--- src/rtl/rxr_pkg.sv ---
package rxr_pkg;
   typedef enum logic [2:0] {
      RA_BASE  = 3'd0,
      RA_COUNT = 3'd1,
      RA_CPU   = 3'd2,
      RA_DMA   = 3'd3,
      RA_RST   = 3'd4,
      RA_STAT  = 3'd5,
      RA_MASK  = 3'd6
   } rxr_reg_e;

   localparam int LEN_W      = 14;  // length field width in the flags word
   localparam int LEN_LSB    = 16;  // length field position
   localparam int DONE_BIT   = 31;  // done flag position
   localparam int DESC_SHIFT = 4;   // descriptor stride = 16 bytes
   localparam int FLAGS_OFS  = 4;   // flags word offset inside a descriptor
   localparam int RXQ_LSB    = 16;  // receive queue bits start here
endpackage

--- src/rtl/rxr_index.sv ---
module rxr_index #(
   parameter int IDX_W   = 4,
   parameter int DEF_CNT = 8
) (
   input  logic             clk,
   input  logic             rst,
   input  logic [IDX_W:0]   ring_cnt,
   input  logic [IDX_W-1:0] cpu_idx,
   input  logic             advance,
   input  logic             clear,
   output logic [IDX_W-1:0] dma_idx,
   output logic             room
);
   localparam logic [IDX_W:0] ONE = (IDX_W+1)'(1);

   logic [IDX_W-1:0] idx_q;
   logic [IDX_W-1:0] idx_inc;
   logic             at_last;

   assign at_last = ({1'b0, idx_q} + ONE) >= ring_cnt;
   assign idx_inc = at_last ? '0 : idx_q + 1'b1;
   assign room    = (idx_q != cpu_idx);
   assign dma_idx = idx_q;

   always_ff @(posedge clk) begin
      if (rst)          idx_q <= '0;
      else if (clear)   idx_q <= '0;
      else if (advance) idx_q <= idx_inc;
   end

   // the index only moves on an accepted segment or a clear
   p_hold_r4: assert property (@(posedge clk) disable iff (rst)
      (!advance && !clear) |=> $stable(dma_idx));
   // a clear always lands on slot zero
   p_clear_r5: assert property (@(posedge clk) disable iff (rst)
      clear |=> (dma_idx == '0));
endmodule

--- src/rtl/rxr_desc_wr.sv ---
module rxr_desc_wr #(
   parameter int ADDR_W = 32,
   parameter int IDX_W  = 4
) (
   input  logic                      clk,
   input  logic                      rst,
   input  logic                      fire,
   input  logic [IDX_W-1:0]          idx,
   input  logic [rxr_pkg::LEN_W-1:0] len,
   input  logic [ADDR_W-1:0]         base,
   output logic                      dw_valid,
   output logic [ADDR_W-1:0]         dw_addr,
   output logic [31:0]               dw_data
);
   import rxr_pkg::*;

   logic [ADDR_W-1:0] slot_addr;
   logic [31:0]       flags;

   assign slot_addr = base + (ADDR_W'(idx) << DESC_SHIFT) + ADDR_W'(FLAGS_OFS);

   always_comb begin
      flags = '0;
      flags[DONE_BIT] = 1'b1;
      flags[LEN_LSB +: LEN_W] = len;
   end

   always_ff @(posedge clk) begin
      if (rst) begin
         dw_valid <= 1'b0;
         dw_addr  <= '0;
         dw_data  <= '0;
      end else begin
         dw_valid <= fire;
         if (fire) begin
            dw_addr <= slot_addr;
            dw_data <= flags;
         end
      end
   end

   // exactly one write strobe per accepted segment, one cycle later
   p_fire_r3: assert property (@(posedge clk) disable iff (rst)
      fire |=> dw_valid);
   p_quiet_r3: assert property (@(posedge clk) disable iff (rst)
      !fire |=> !dw_valid);
endmodule

--- src/rtl/rxr_irq.sv ---
module rxr_irq #(
   parameter int QBIT    = 16,
   parameter bit IRQ_REG = 1'b0
) (
   input  logic        clk,
   input  logic        rst,
   input  logic        set,
   input  logic        wr_stat,
   input  logic        wr_mask,
   input  logic [31:0] wdata,
   output logic [31:0] status,
   output logic [31:0] mask,
   output logic        irq
);
   logic stat_q;
   logic [31:0] mask_q;
   logic pend;

   always_ff @(posedge clk) begin
      if (rst) begin
         stat_q <= 1'b0;
         mask_q <= '0;
      end else begin
         if (set)                      stat_q <= 1'b1;
         else if (wr_stat && wdata[QBIT]) stat_q <= 1'b0;
         if (wr_mask) mask_q <= wdata;
      end
   end

   always_comb begin
      status       = '0;
      status[QBIT] = stat_q;
   end
   assign mask = mask_q;
   assign pend = |(status & mask_q);

   if (IRQ_REG) begin : g_irq_reg
      logic irq_q;
      always_ff @(posedge clk) begin
         if (rst) irq_q <= 1'b0;
         else     irq_q <= pend;
      end
      assign irq = irq_q;
   end else begin : g_irq_comb
      assign irq = pend;
      // no request without an enabled pending bit
      p_masked_r8: assert property (@(posedge clk) disable iff (rst)
         (mask[QBIT] == 1'b0) |-> !irq);
   end

   // a completion is always recorded
   p_set_r6: assert property (@(posedge clk) disable iff (rst)
      set |=> status[QBIT]);
   // a one written without a completion clears the bit
   p_w1c_r7: assert property (@(posedge clk) disable iff (rst)
      (wr_stat && wdata[QBIT] && !set) |=> !status[QBIT]);
endmodule

--- src/rtl/rx_ring_engine.sv ---
module rx_ring_engine #(
   parameter int ADDR_W  = 32,
   parameter int IDX_W   = 4,
   parameter int DEF_CNT = 8,
   parameter int CHAN    = 0,
   parameter bit IRQ_REG = 1'b0
) (
   input  logic                      clk,
   input  logic                      rst,
   input  logic                      reg_we,
   input  logic [2:0]                reg_addr,
   input  logic [31:0]               reg_wdata,
   output logic [31:0]               reg_rdata,
   input  logic                      seg_valid,
   input  logic [rxr_pkg::LEN_W-1:0] seg_len,
   output logic                      seg_ready,
   output logic                      dw_valid,
   output logic [ADDR_W-1:0]         dw_addr,
   output logic [31:0]               dw_data,
   output logic                      rx_busy,
   output logic                      irq
);
   import rxr_pkg::*;

   localparam int QBIT = RXQ_LSB + CHAN;
   localparam logic [IDX_W:0]   CNT_RST = (IDX_W+1)'(DEF_CNT);
   localparam logic [IDX_W-1:0] CPU_RST = IDX_W'(DEF_CNT - 1);

   if (ADDR_W < 8 || ADDR_W > 32) begin : g_bad_addr
      $error("ADDR_W must lie in 8..32");
   end
   if (IDX_W < 1 || IDX_W > 12) begin : g_bad_idx
      $error("IDX_W must lie in 1..12");
   end
   if (DEF_CNT < 2 || DEF_CNT > (1 << IDX_W)) begin : g_bad_cnt
      $error("DEF_CNT must lie in 2..2**IDX_W");
   end
   if (CHAN < 0 || CHAN > 11) begin : g_bad_chan
      $error("CHAN must lie in 0..11");
   end

   logic [ADDR_W-1:0] base_q;
   logic [IDX_W:0]    cnt_q;
   logic [IDX_W-1:0]  cpu_q;
   logic [IDX_W-1:0]  dma_idx;
   logic              room;
   logic              accept;
   logic              idx_clear;
   logic [31:0]       status;
   logic [31:0]       mask;
   rxr_reg_e          ra;

   assign ra        = rxr_reg_e'(reg_addr);
   assign seg_ready = room;
   assign accept    = seg_valid && room;
   assign idx_clear = reg_we && (ra == RA_RST) && reg_wdata[QBIT];

   always_ff @(posedge clk) begin
      if (rst) begin
         base_q <= '0;
         cnt_q  <= CNT_RST;
         cpu_q  <= CPU_RST;
      end else if (reg_we) begin
         case (ra)
            RA_BASE:  base_q <= reg_wdata[ADDR_W-1:0];
            RA_COUNT: cnt_q  <= reg_wdata[IDX_W:0];
            RA_CPU:   cpu_q  <= reg_wdata[IDX_W-1:0];
            default:  ;
         endcase
      end
   end

   rxr_index #(.IDX_W(IDX_W), .DEF_CNT(DEF_CNT)) u_index (
      .clk(clk), .rst(rst), .ring_cnt(cnt_q), .cpu_idx(cpu_q),
      .advance(accept), .clear(idx_clear), .dma_idx(dma_idx), .room(room)
   );

   rxr_desc_wr #(.ADDR_W(ADDR_W), .IDX_W(IDX_W)) u_desc (
      .clk(clk), .rst(rst), .fire(accept), .idx(dma_idx), .len(seg_len),
      .base(base_q), .dw_valid(dw_valid), .dw_addr(dw_addr), .dw_data(dw_data)
   );

   rxr_irq #(.QBIT(QBIT), .IRQ_REG(IRQ_REG)) u_irq (
      .clk(clk), .rst(rst), .set(accept),
      .wr_stat(reg_we && (ra == RA_STAT)), .wr_mask(reg_we && (ra == RA_MASK)),
      .wdata(reg_wdata), .status(status), .mask(mask), .irq(irq)
   );

   assign rx_busy = dw_valid;

   always_comb begin
      case (ra)
         RA_BASE:  reg_rdata = 32'(base_q);
         RA_COUNT: reg_rdata = 32'(cnt_q);
         RA_CPU:   reg_rdata = 32'(cpu_q);
         RA_DMA:   reg_rdata = 32'(dma_idx);
         RA_STAT:  reg_rdata = status;
         RA_MASK:  reg_rdata = mask;
         default:  reg_rdata = '0;
      endcase
   end

   // a full ring refuses segments
   p_full_stall_r2: assert property (@(posedge clk) disable iff (rst)
      (dma_idx == cpu_q) |-> !seg_ready);
   // a refused segment leaves the index alone
   p_no_fill_r2: assert property (@(posedge clk) disable iff (rst)
      (seg_valid && !seg_ready && !idx_clear) |=> $stable(dma_idx));
   // busy tracks the write strobe
   p_busy_r9: assert property (@(posedge clk) disable iff (rst)
      rx_busy == dw_valid);
endmodule

--- config.mk ---
export PLATFORM = sky130hd
export DESIGN_NAME = rx_ring_engine
export DESIGN_NICKNAME = d
export VERILOG_FILES = /design/src/rtl/rxr_pkg.sv /design/src/rtl/rxr_index.sv /design/src/rtl/rxr_desc_wr.sv /design/src/rtl/rxr_irq.sv /design/src/rtl/rx_ring_engine.sv
export SDC_FILE = /design/constraint.sdc
export NUM_CORES = 1
export LEC_CHECK = 0
export BUFFER_PORTS_ARGS = -buffer_cell sky130_fd_sc_hd__buf_2
export CAP_MARGIN = 20
export CELL_PAD_IN_SITES_DETAIL_PLACEMENT = 1
export CELL_PAD_IN_SITES_GLOBAL_PLACEMENT = 1
export CORE_MARGIN = 1
export CORE_UTILIZATION = 36
export CTS_BUF_LIST = sky130_fd_sc_hd__clkbuf_4 sky130_fd_sc_hd__clkbuf_8
export DETAILED_ROUTE_END_ITERATION = 8
export PLACE_DENSITY_LB_ADDON = 0.1
export RECOVER_POWER = 25
export SLEW_MARGIN = 15
export SYNTH_ARGS = -nofsm -noshare
export SYNTH_HDL_FRONTEND = slang
export SYNTH_SLANG_ARGS = --single-unit
--- constraint.sdc ---
create_clock -name clk -period 2.3 [get_ports clk]
set_input_delay 0.23 -clock clk [delete_from_list [all_inputs] [get_ports clk]]
set_output_delay 0.23 -clock clk [all_outputs]
set_load 0.01 [all_outputs]
Yosys cells after proc, flatten, opt, wreduce, memory -nomap -nowiden
Cells that the tools add are included.
- muxes and demuxes: 4
- add/subtract/negate cells: 4
- $lt $le $gt $ge: 1
- reductions and logical operators: 13
- bitwise gates (word level): 1
- eq/ne operators: 7
- operators with widths (kind ; count):
    one-hot mux 32 bit (6 select lines) ; 1
    adder 32 x 3 -> 32 bit (second input constant) ; 1
    adder 32 x 8 -> 32 bit ; 1
    bitwise AND 17 x 32 -> 32 bit ; 1
    OR reduction 32 bit ; 1
    equality test 3 bit (second input constant) ; 3
    equality test 3 x 2 -> 1 bit (second input constant) ; 2
    logical AND 1 bit ; 6
    AND reduction 2 bit ; 3
    adder 4 x 1 -> 5 bit (second input constant) ; 1
    >= comparator 5 bit ; 1
    adder 4 x 1 -> 4 bit (second input constant) ; 1
    2-to-1 mux 4 bit ; 1
    inequality test 4 bit ; 1
    equality test 3 x 1 -> 1 bit (second input constant) ; 1
    zero test 3 bit ; 1
    2-to-1 mux 1 bit ; 2
    nonzero test 2 bit ; 1
    OR reduction 2 bit ; 1
- input bits: 53
- output and inout bits: 100
- register bits after elaboration: 126
- logic and storage cells: 39

Depth between registers and ports, before layout
Gate-level depths: netlist of the first run.
- depth after elaboration: 5
- mapped depth: 8
- gate-level depth less buffers: 8

Modules after synthesis
From an unflattened synthesis of the first run, not the netlist that was laid out.
- cell total of the unflattened synthesis: 756
- area, all modules: 6606.3 um^2
- modules (own cells, without submodules) (module ; area an instance (um^2) ; seq. area each (um^2) ; times used ; cells an instance):
    rxr_desc_wr ; 2484.9 ; 960.9 ; 1 ; 264
    rx_ring_engine ; 2303.5 ; 820.8 ; 1 ; 310
    rxr_irq ; 1455.1 ; 660.6 ; 1 ; 142
    rxr_index ; 362.8 ; 80.1 ; 1 ; 40

Least setup slack after synthesis of the first run
Ideal clock, no wire load.
- path type: register to register
- start point: register u_index.idx_q[0] (netlist: u_index.dma_idx[0])
- end point: register u_desc.dw_addr[24]
- setup slack: -0.005 ns
- stages on the path, launching flop included: 8
- period minus slack after synthesis: 2.305 ns
- library setup time: 0.118 ns
- arrival time: 2.187 ns
- data required time: 2.182 ns
- path buffers: 1
- cell sequence: dfxtp_1 ha_1 a21o_1 a221oi_1 clkbuf_1 nor2_1 a211o_1 o2111a_1
- longest elaborated chain between the ends: 2
- elaborated cells between the ends (all ways): 4
- those cells by class: add/sub: 2; eq/ne: 1; reduce/logical: 1
- RTL lines (item ; RTL line ; RTL):
    start, declared ; rxr_index.sv:16 ; logic [IDX_W-1:0] idx_q;
    start signal, assigned ; rxr_index.sv:28 ; else if (advance) idx_q <= idx_inc;
    adder 32 x 8 -> 32 bit / inequality test 4 bit (equally long branches) ; rxr_desc_wr.sv:20, rxr_index.sv:22 ;
    adder 32 x 3 -> 32 bit / logical AND 1 bit (equally long branches) ; rxr_desc_wr.sv:20, rx_ring_engine.sv:55 ;
    end signal, assigned ; rxr_desc_wr.sv:36 ; dw_addr <= slot_addr;
    end, declared ; rxr_desc_wr.sv:12 ; output logic [ADDR_W-1:0] dw_addr,
Several ways; a longest one is shown, not always the timed one.
A chain may end at the register's enable or synchronous reset.

Worst setup path in the final report of the first run
- start point: register u_index.idx_q[3] (netlist: u_index.dma_idx[3])
- end point: register u_desc.dw_addr[25]
Same word-level chain as after synthesis.

==> run metrics, run 1 <==
status=complete, no violations; main combinational cell family by area after synthesis=simple AND/OR/NAND/NOR gates; Post-DRT Antenna Nets=0; Syn Area/Cell=8.12 um2; die area=16700 um2; Clock Skews=9.71 ps; unrepaired setup endpoints after global routing=no; Max Slew Vio Count=0; Async SR Flop Fraction=0%; io pins=153; crit start category=flip-flop; total CTS buffers=17; final setup fails=0; post-layout power=0.00482 W; logic gate share of total power=10.2%; Die Span Y=129 um; Post-synth EDFFs=0; CP Capture Type=flip-flop; Leakage=2.90 nW; DP HPWL=13.2 mm; Yosys Warn Count=0; Finished Cell Area=7240 um2; fin worst setup slack=169 ps; Layout area overhead=24.2%; actual transition at the worst max-transition pin=909 ps; # fillers=1984; 1st-iter DRT viols=308; Horiz. Die Dim=129 um; post-DR wirelength/cell=17.1 um; H-tree depth=4; Crit Reg-Reg Startpoint=u_index.dma_idx[3]$_SDFFE_PP0P_; setup_tns=0 ps; DR pass1 iterations=4; share of the yosys chip area belonging to registers=43.3%; Critical Path RT=2650 ps; R2R Setup Slk=170 ps; Post-Synthesis Cells=718; GPL Wtd Cong=0.841; Initial Util=36.8%; Final Hold Fails=0; vias in the first global route=5456; sw frac=25.1%; Worst VDD drop=0.335 mV; Synth Area in Compound Gates=18.2%; Avg Vias per Cell=5.05; pre-CTS WS=157 ps; Simple-Gate Fraction of Synth Area=21.9%; multiplexer share of the synthesized area=2.53%; crit path DAT=2480 ps; Cell Pwr Density=666 nW/um2; Reg2Reg Depth=7; CP Class=flip-flop to flip-flop; XOR/XNOR Fraction of Synth Area=4.81%; DRC Markers=0; clock-pin slew on the worst setup and hold paths=70 ps; max-cap violations=0; register bit total from synthesis=126; Synth Cell Area=5830 um2; ys flop type=dfxtp_1; Achievable Freq=0.469 GHz; Crit Path Max Fanout=12; postcts setup bufs=0; final net count=922; # rows=46; Min-Delay Startpoint=reg_wdata[17]; antenna violations before repair=2; first-pass GRT wire length=29.0 mm; reg2reg end=u_desc.dw_addr[25]$_SDFFE_PP0P_; hold path cells=3; Core ar.=15800 um2; Global Route Usage Sum=22.9%; total clock sinks=126; worst skew pair latency=450 ps; Final period util=92.7%; area share of fa/ha/maj cells after synthesis=2.36%; GR Overflow Total=0; CTS tree=built; Hold EP=u_irq.mask[17]$_SDFFE_PP0P_; layout cells sized above 1=20.7%; I/O Buffers=135; Clk pwr share=41.9%; clk root buf=clkbuf_8; Unique masters post-synth=49; total internal power=0.00361 W; Final Critical Period=2130 ps; routed wire length=18.6 mm; vias after detailed routing=5494; sw power=0.00121 W; Area after DPL=6770 um2; worst min-delay path class=primary input to flip-flop; Seq pwr share=47.9%; largest net degree at the start of global routing=81; Slew headroom=39.4%; CTS Buffer Depth=2
-- routing by layer --
metal / GRT usage [%] / wire length, um / share of wire (%) / up-vias
met5: 0 / 8 / 0.043 / -
met4: 6.78 / 151 / 0.81 / 2
met3: 6.40 / 1470 / 7.9 / 12
met2: 35.7 / 8300 / 45 / 180
met1: 30.8 / 8650 / 47 / 2606
li1: - / - / - / 2694
-- worst max path at each step --
stage                                    startpoint                              end  slack (ps)
floorplan           u_index.dma_idx[0]$_SDFFE_PP0P_  u_desc.dw_addr[24]$_SDFFE_PP0P_          90
global placement    u_index.dma_idx[3]$_SDFFE_PP0P_  u_desc.dw_addr[24]$_SDFFE_PP0P_         270
detailed placement  u_index.dma_idx[1]$_SDFFE_PP0P_  u_index.dma_idx[2]$_SDFFE_PP0P_         160
CTS                 u_index.dma_idx[1]$_SDFFE_PP0P_  u_index.dma_idx[2]$_SDFFE_PP0P_         120
global route        u_index.dma_idx[1]$_SDFFE_PP0P_  u_desc.dw_addr[25]$_SDFFE_PP0P_          20
finish              u_index.dma_idx[3]$_SDFFE_PP0P_  u_desc.dw_addr[25]$_SDFFE_PP0P_         170
-- synth_stat cells (4+ instances only) --
library cell	number	share of area [%]
inv_1	11	0.71
a211oi_1	23	3.0
o21ai_0	8	0.69
a21oi_1	92	7.9
nand4_1	4	0.43
mux2i_1	8	1.4
nor2b_1	5	0.54
nor2_1	39	2.5
ha_1	11	2.4
buf_4	18	2.3
clkbuf_1	48	3.1
a211o_1	4	0.60
nand3_1	7	0.60
and2_1	4	0.43
xnor2_1	30	4.5
a22o_1	26	3.9
nand2_1	191	12
dfxtp_1	126	43
nor3_1	11	0.94
-- critical path, stage by stage (launching register included) --
cell and delay, ps:
dfxtp_1 470, ha_1 350, and3_1 210, a221oi_1 250
buf_4 260, nor3_1 80, xnor2_1 140, a211oi_1 280
-- sequential cells by signal, summed over array words and instances, names as in the netlist --
signal / flops
base_q: 32
u_desc.dw_addr: 32
u_irq.mask: 32
u_desc.dw_data: 15
cnt_q: 5
cpu_q: 4
u_index.dma_idx: 4
u_desc.dw_valid: 1
u_irq.stat_q: 1
-- layout by cell type (no fill, tap or decap), types with 11 or more instances in the layout --
| master | count |
|---|---|
| clkbuf_1 | 35 |
| buf_2 | 103 |
| xnor2_1 | 30 |
| dfxtp_1 | 126 |
| ha_1 | 11 |
| a211oi_1 | 23 |
| a21oi_1 | 92 |
| nand2_1 | 191 |
| a22o_1 | 26 |
| clkbuf_8 | 22 |
| conb_1 | 17 |
| buf_4 | 26 |
| nor3_1 | 11 |
| inv_1 | 11 |
| nor2_1 | 39 |
-- through the flow --
stage	cells	util (%)	hold WS, ps
after global placement	1045	42.8	439
after floorplan	734	-	348
final	1088	45.7	25.7
after CTS	1086	46.0	0.559
after global routing	1088	45.7	0.138
after detailed placement	1045	42.8	444
-- what timing repair did --
action,in CTS,in global routing
setup endpoints to repair,0,2
resized for setup,0,2
hold endpoints to repair,9,1
hold buffers,9,1
-- power groups by stage --
stage	clock network, W	logic, W	registers (W)
2_1_floorplan	0	0.000275	0.00237
4_1_cts	0.00208	0.000502	0.00231
6_report	0.00202	0.000491	0.00231
3_5_place_dp	0	0.000486	0.00236
5_1_grt	0.00218	0.000543	0.00232
3_3_place_gp	0	0.000474	0.00235
-- cell type report --
cell class	instances	area, um2	area share [%]
Timing Repair Buffer	177	1000	13.8
Antenna cell	1	2.50	0.0346
Clock inverter	5	77.6	1.07
Tap cell	216	270	3.73
Clock buffer	27	340	4.70
Multi-Input combinational cell	525	2980	41.2
Inverter	11	41.3	0.570
Sequential cell	126	2520	34.8
-- logic make-up (layout without fill, tap and decap cells) --
family / count (synthesis) / in the layout
other: 1 / 18
XOR/XNOR: 32 / 32
AO/OA/AOI/OAI: 168 / 168
adder cells (fa/ha/maj): 11 / 11
multiplexers: 11 / 11
flip-flops: 126 / 126
buffers and inverters: 83 / 220
AND/OR/NAND/NOR: 286 / 286
(Power assumes the default switching activity.)
==> run 2, diff against run 1 <==
--- a/config.mk
+++ b/config.mk
@@ -14,7 +14,6 @@
 export CTS_BUF_LIST = sky130_fd_sc_hd__clkbuf_4 sky130_fd_sc_hd__clkbuf_8
 export DETAILED_ROUTE_END_ITERATION = 8
 export PLACE_DENSITY_LB_ADDON = 0.1
-export RECOVER_POWER = 25
 export SLEW_MARGIN = 15
 export SYNTH_ARGS = -nofsm -noshare
 export SYNTH_HDL_FRONTEND = slang
==> run metrics, run 2 (synthesized netlist as in run 1, its figures left out) <==
status=complete, no violations; Initial Util=36.8%; worst min-delay path class=primary input to flip-flop; H-tree depth=4; CP Class=flip-flop to flip-flop; CTS tree=built; pre-CTS WS=157 ps; Core ar.=15800 um2; crit path DAT=2480 ps; vias after detailed routing=5454; largest net degree at the start of global routing=81; setup_tns=0 ps; Cell Pwr Density=662 nW/um2; Critical Path RT=2650 ps; post-layout power=0.00483 W; Crit Path Max Fanout=12; GR Overflow Total=0; Worst VDD drop=0.336 mV; DR pass1 iterations=4; total clock sinks=126; max-cap violations=0; Final period util=92.7%; 1st-iter DRT viols=315; Clock Skews=10.1 ps; DP HPWL=13.2 mm; Post-DRT Antenna Nets=0; Final Hold Fails=0; first-pass GRT wire length=29.0 mm; Achievable Freq=0.469 GHz; final setup fails=0; routed wire length=18.6 mm; actual transition at the worst max-transition pin=648 ps; Layout area overhead=25.2%; fin worst setup slack=168 ps; Slew headroom=56.3%; post-DR wirelength/cell=17.1 um; Avg Vias per Cell=5.01; die area=16700 um2; GPL Wtd Cong=0.841; vias in the first global route=5456; CTS Buffer Depth=2; crit start category=flip-flop; clock-pin slew on the worst setup and hold paths=70 ps; layout cells sized above 1=24.8%; unrepaired setup endpoints after global routing=no; Die Span Y=129 um; # fillers=1960; CP Capture Type=flip-flop; antenna violations before repair=2; DRC Markers=0; post-layout util=46.1%; Seq. cell area=2520 um2; # rows=46; Global Route Usage Sum=22.9%; final net count=922; clk root buf=clkbuf_8; Final Critical Period=2130 ps; commonest non-fill, non-tap cell in the layout=nand2_1; multi-input logic area=2990 um2; total CTS buffers=17; Horiz. Die Dim=129 um; io pins=153; Max Slew Vio Count=0; most frequent cells in the layout=191 x nand2_1, 134 x buf_2, 126 x dfxtp_1; worst skew pair latency=450 ps; I/O Buffers=135; Leakage=3.04 nW
-- run 2: path summary, 6_finish.rpt --
path	depth (start not counted)	start	slack, ps	endpoint
worst min register to register	2	u_desc.dw_data[26]$_SDFFE_PP0P_	450	u_desc.dw_data[26]$_SDFFE_PP0P_
worst max register to register	7	u_index.dma_idx[3]$_SDFFE_PP0P_	170	u_desc.dw_addr[25]$_SDFFE_PP0P_
worst max-delay path	7	u_index.dma_idx[3]$_SDFFE_PP0P_	170	u_desc.dw_addr[25]$_SDFFE_PP0P_
worst min-delay path	3	seg_len[5]	30	u_desc.dw_data[21]$_SDFFE_PP0P_
-- run 2: final cells by class --
cell class                      count  share of cell area (%)
Multi-Input combinational cell    525                    40.9
Clock buffer                       27                    4.66
Inverter                           11                   0.566
Sequential cell                   126                    34.6
Tap cell                          216                    3.70
Timing Repair Buffer              177                    14.5
Antenna cell                        1                  0.0343
Clock inverter                      5                    1.06
-- run 2: power by group --
group          internal (W)  switching [W]
clock network       0.00117       0.000857
logic              0.000197       0.000304
registers           0.00226      0.0000502
-- run 2: timing repair --
action,4_1_cts,5_1_grt
hold buffers,9,1
endpoints found under the setup margin,0,2
resized for setup,0,2
buffers inserted,0,0
endpoints found under the hold margin,9,1
-- run 2: worst max-delay path, cell delays in order, from the launching register on --
cell,delay [ps]
dfxtp_1,470
ha_1,350
and3_1,210
a221oi_1,250
buf_4,260
nor3_1,80
xnor2_1,140
a211oi_1,280
-- run 2: per-layer routing --
layer / track usage (%) / share of wire [%]
met1: 30.8 / 48
met2: 35.7 / 45
met3: 6.40 / 6.4
met4: 6.78 / 0.76
met5: 0 / 0.043
-- run 2: stage by stage --
step / cell area [um2] / hold WS (ps) / instances
3_3_place_gp: 6770 / 439 / 1045
2_1_floorplan: 5890 / 348 / 734
6_report: 7300 / 27.1 / 1088
5_1_grt: 7300 / 0.138 / 1088
4_1_cts: 7270 / 0.559 / 1086
3_5_place_dp: 6770 / 444 / 1045
==> run 3, diff against run 2 <==
--- a/config.mk
+++ b/config.mk
@@ -10,8 +10,7 @@
 export CELL_PAD_IN_SITES_DETAIL_PLACEMENT = 1
 export CELL_PAD_IN_SITES_GLOBAL_PLACEMENT = 1
 export CORE_MARGIN = 1
-export CORE_UTILIZATION = 36
-export CTS_BUF_LIST = sky130_fd_sc_hd__clkbuf_4 sky130_fd_sc_hd__clkbuf_8
+export CORE_UTILIZATION = 35
 export DETAILED_ROUTE_END_ITERATION = 8
 export PLACE_DENSITY_LB_ADDON = 0.1
 export SLEW_MARGIN = 15
==> run metrics, run 3 (synthesized netlist as in run 1, its figures left out) <==
Final Critical Period=2180 ps; most used routing layer=met2; Final period util=94.7%; status=complete, no violations; placed insts=1047; worst skew pair latency=420 ps; clock-pin slew on the worst setup and hold paths=50 ps; CP Capture Type=flip-flop; GR Overflow Total=0; Initial Util=36.3%; Worst VDD drop=0.559 mV; Slew headroom=61.3%; Cell Pwr Density=764 nW/um2; post-DR wirelength/cell=17.1 um; Avg Vias per Cell=5.07; DRC Markers=0; Die Span Y=131 um; worst min-delay path class=primary input to flip-flop; antenna violations before repair=1; first-pass GRT wire length=28.6 mm; actual transition at the worst max-transition pin=581 ps; met1 usage=29.6%; vias after detailed routing=5462; # rows=46; die area=17200 um2; Achievable Freq=0.459 GHz; clk root buf=clkbuf_16; Max Slew Vio Count=0; routed wire length=18.4 mm; setup_tns=0 ps; # fillers=1960; vias in the first global route=5406; final net count=914; crit path DAT=2520 ps; DP HPWL=13.5 mm; H-tree depth=4; GR Util met2=35.3%; Antenna Cells=0; GPL Wtd Cong=0.889; Critical Path RT=2640 ps; final setup fails=0; unrepaired setup endpoints after global routing=no; 1st-iter DRT viols=248; Core ar.=16100 um2; Layout area overhead=27.4%; CTS tree=built; total CTS buffers=17; I/O Buffers=135; layout cells sized above 1=24.7%; CP Class=flip-flop to flip-flop; commonest non-fill, non-tap cell in the layout=nand2_1; Post-DRT Antenna Nets=0; DR pass1 iterations=4; max-cap violations=0; Crit Path Max Fanout=6; Global Route Usage Sum=22.4%; total clock sinks=126; largest net degree at the start of global routing=57; Horiz. Die Dim=131 um; cts hold-fix bufs=0; GR Util met3=5.09%; io pins=153; Leakage=3.10 nW; Final Hold Fails=0; CTS Buffer Depth=2; most frequent cells in the layout=191 x nand2_1, 134 x buf_2, 125 x dfxtp_1; Clock Skews=5.41 ps; crit start category=flip-flop; final non-filler cell total=1078
run 3: cell count changes in the layout (fill, tap and decap cells not counted), sizes merged:
cell         previous run  this run
buf                   167       169
bufinv                  2         4
clkbuf                 27        25
diode                   1         0
clkinvlp                1         0
dlygate4sd3            10         0
run 3: repair_timing:
| item | CTS | global route |
|---|---|---|
| endpoints found under the setup margin | 0 | 9 |
| endpoints found under the hold margin | 0 | 0 |
| resized for setup | 0 | 2 |
| setup buffers | 0 | 0 |
run 3: worst paths after layout:
check / from / to / slack, ps / cells past startpoint
setup / recovery: u_index.dma_idx[1]$_SDFFE_PP0P_ / u_index.dma_idx[2]$_SDFFE_PP0P_ / 120 / 8
hold / removal: seg_len[8] / u_desc.dw_data[24]$_SDFFE_PP0P_ / 50 / 3
setup reg to reg: u_index.dma_idx[1]$_SDFFE_PP0P_ / u_index.dma_idx[2]$_SDFFE_PP0P_ / 120 / 8
hold reg to reg: u_desc.dw_data[27]$_SDFFE_PP0P_ / u_desc.dw_data[27]$_SDFFE_PP0P_ / 450 / 2
run 3: layer usage:
layer  share of wire (%)  wire, um
met3                 5.6      1030
met4                 1.7       320
met2                  45      8320
met5               0.043         8
met1                  48      8770
run 3: stage by stage:
step | worst slack [ps] | hold WS (ps) | instance area [um2] | power, W | utilization [%]
2_1_floorplan | 91.6 | 348 | 5890 | 0.00265 | -
3_3_place_gp | 176 | 439 | 6790 | 0.00283 | 42.3
3_5_place_dp | 75.8 | 445 | 6790 | 0.00285 | 42.3
4_1_cts | 54.2 | 30.3 | 7420 | 0.00574 | 46.2
5_1_grt | 11.1 | 57.3 | 7430 | 0.00588 | 46.3
6_report | 122 | 45.3 | 7430 | 0.00568 | 46.3
run 3: cell type report:
type	instances	area, um2	area share (%)
flip-flops and latches	126	2520	34.0
multi-input cells	525	2980	40.2
inverters	11	41.3	0.556
clock inverters	6	130	1.75
clock buffers	25	495	6.67
repair buffers	169	983	13.2
well taps	216	270	3.64
run 3: where the power goes:
group          leakage [nW]  switching, W  internal (W)
logic                  1.77      0.000299      0.000190
registers              1.03     0.0000519       0.00226
clock network         0.307      0.000957       0.00192
total                  3.10       0.00131       0.00437
run 3: critical path, stage by stage, from the launching register on:
cell,delay [ps]
dfxtp_1,460
ha_1,270
xor2_1,170
ha_1,260
a21oi_1,120
o21ai_0,130
a31oi_2,340
nand4b_1,150
a31oi_1,210
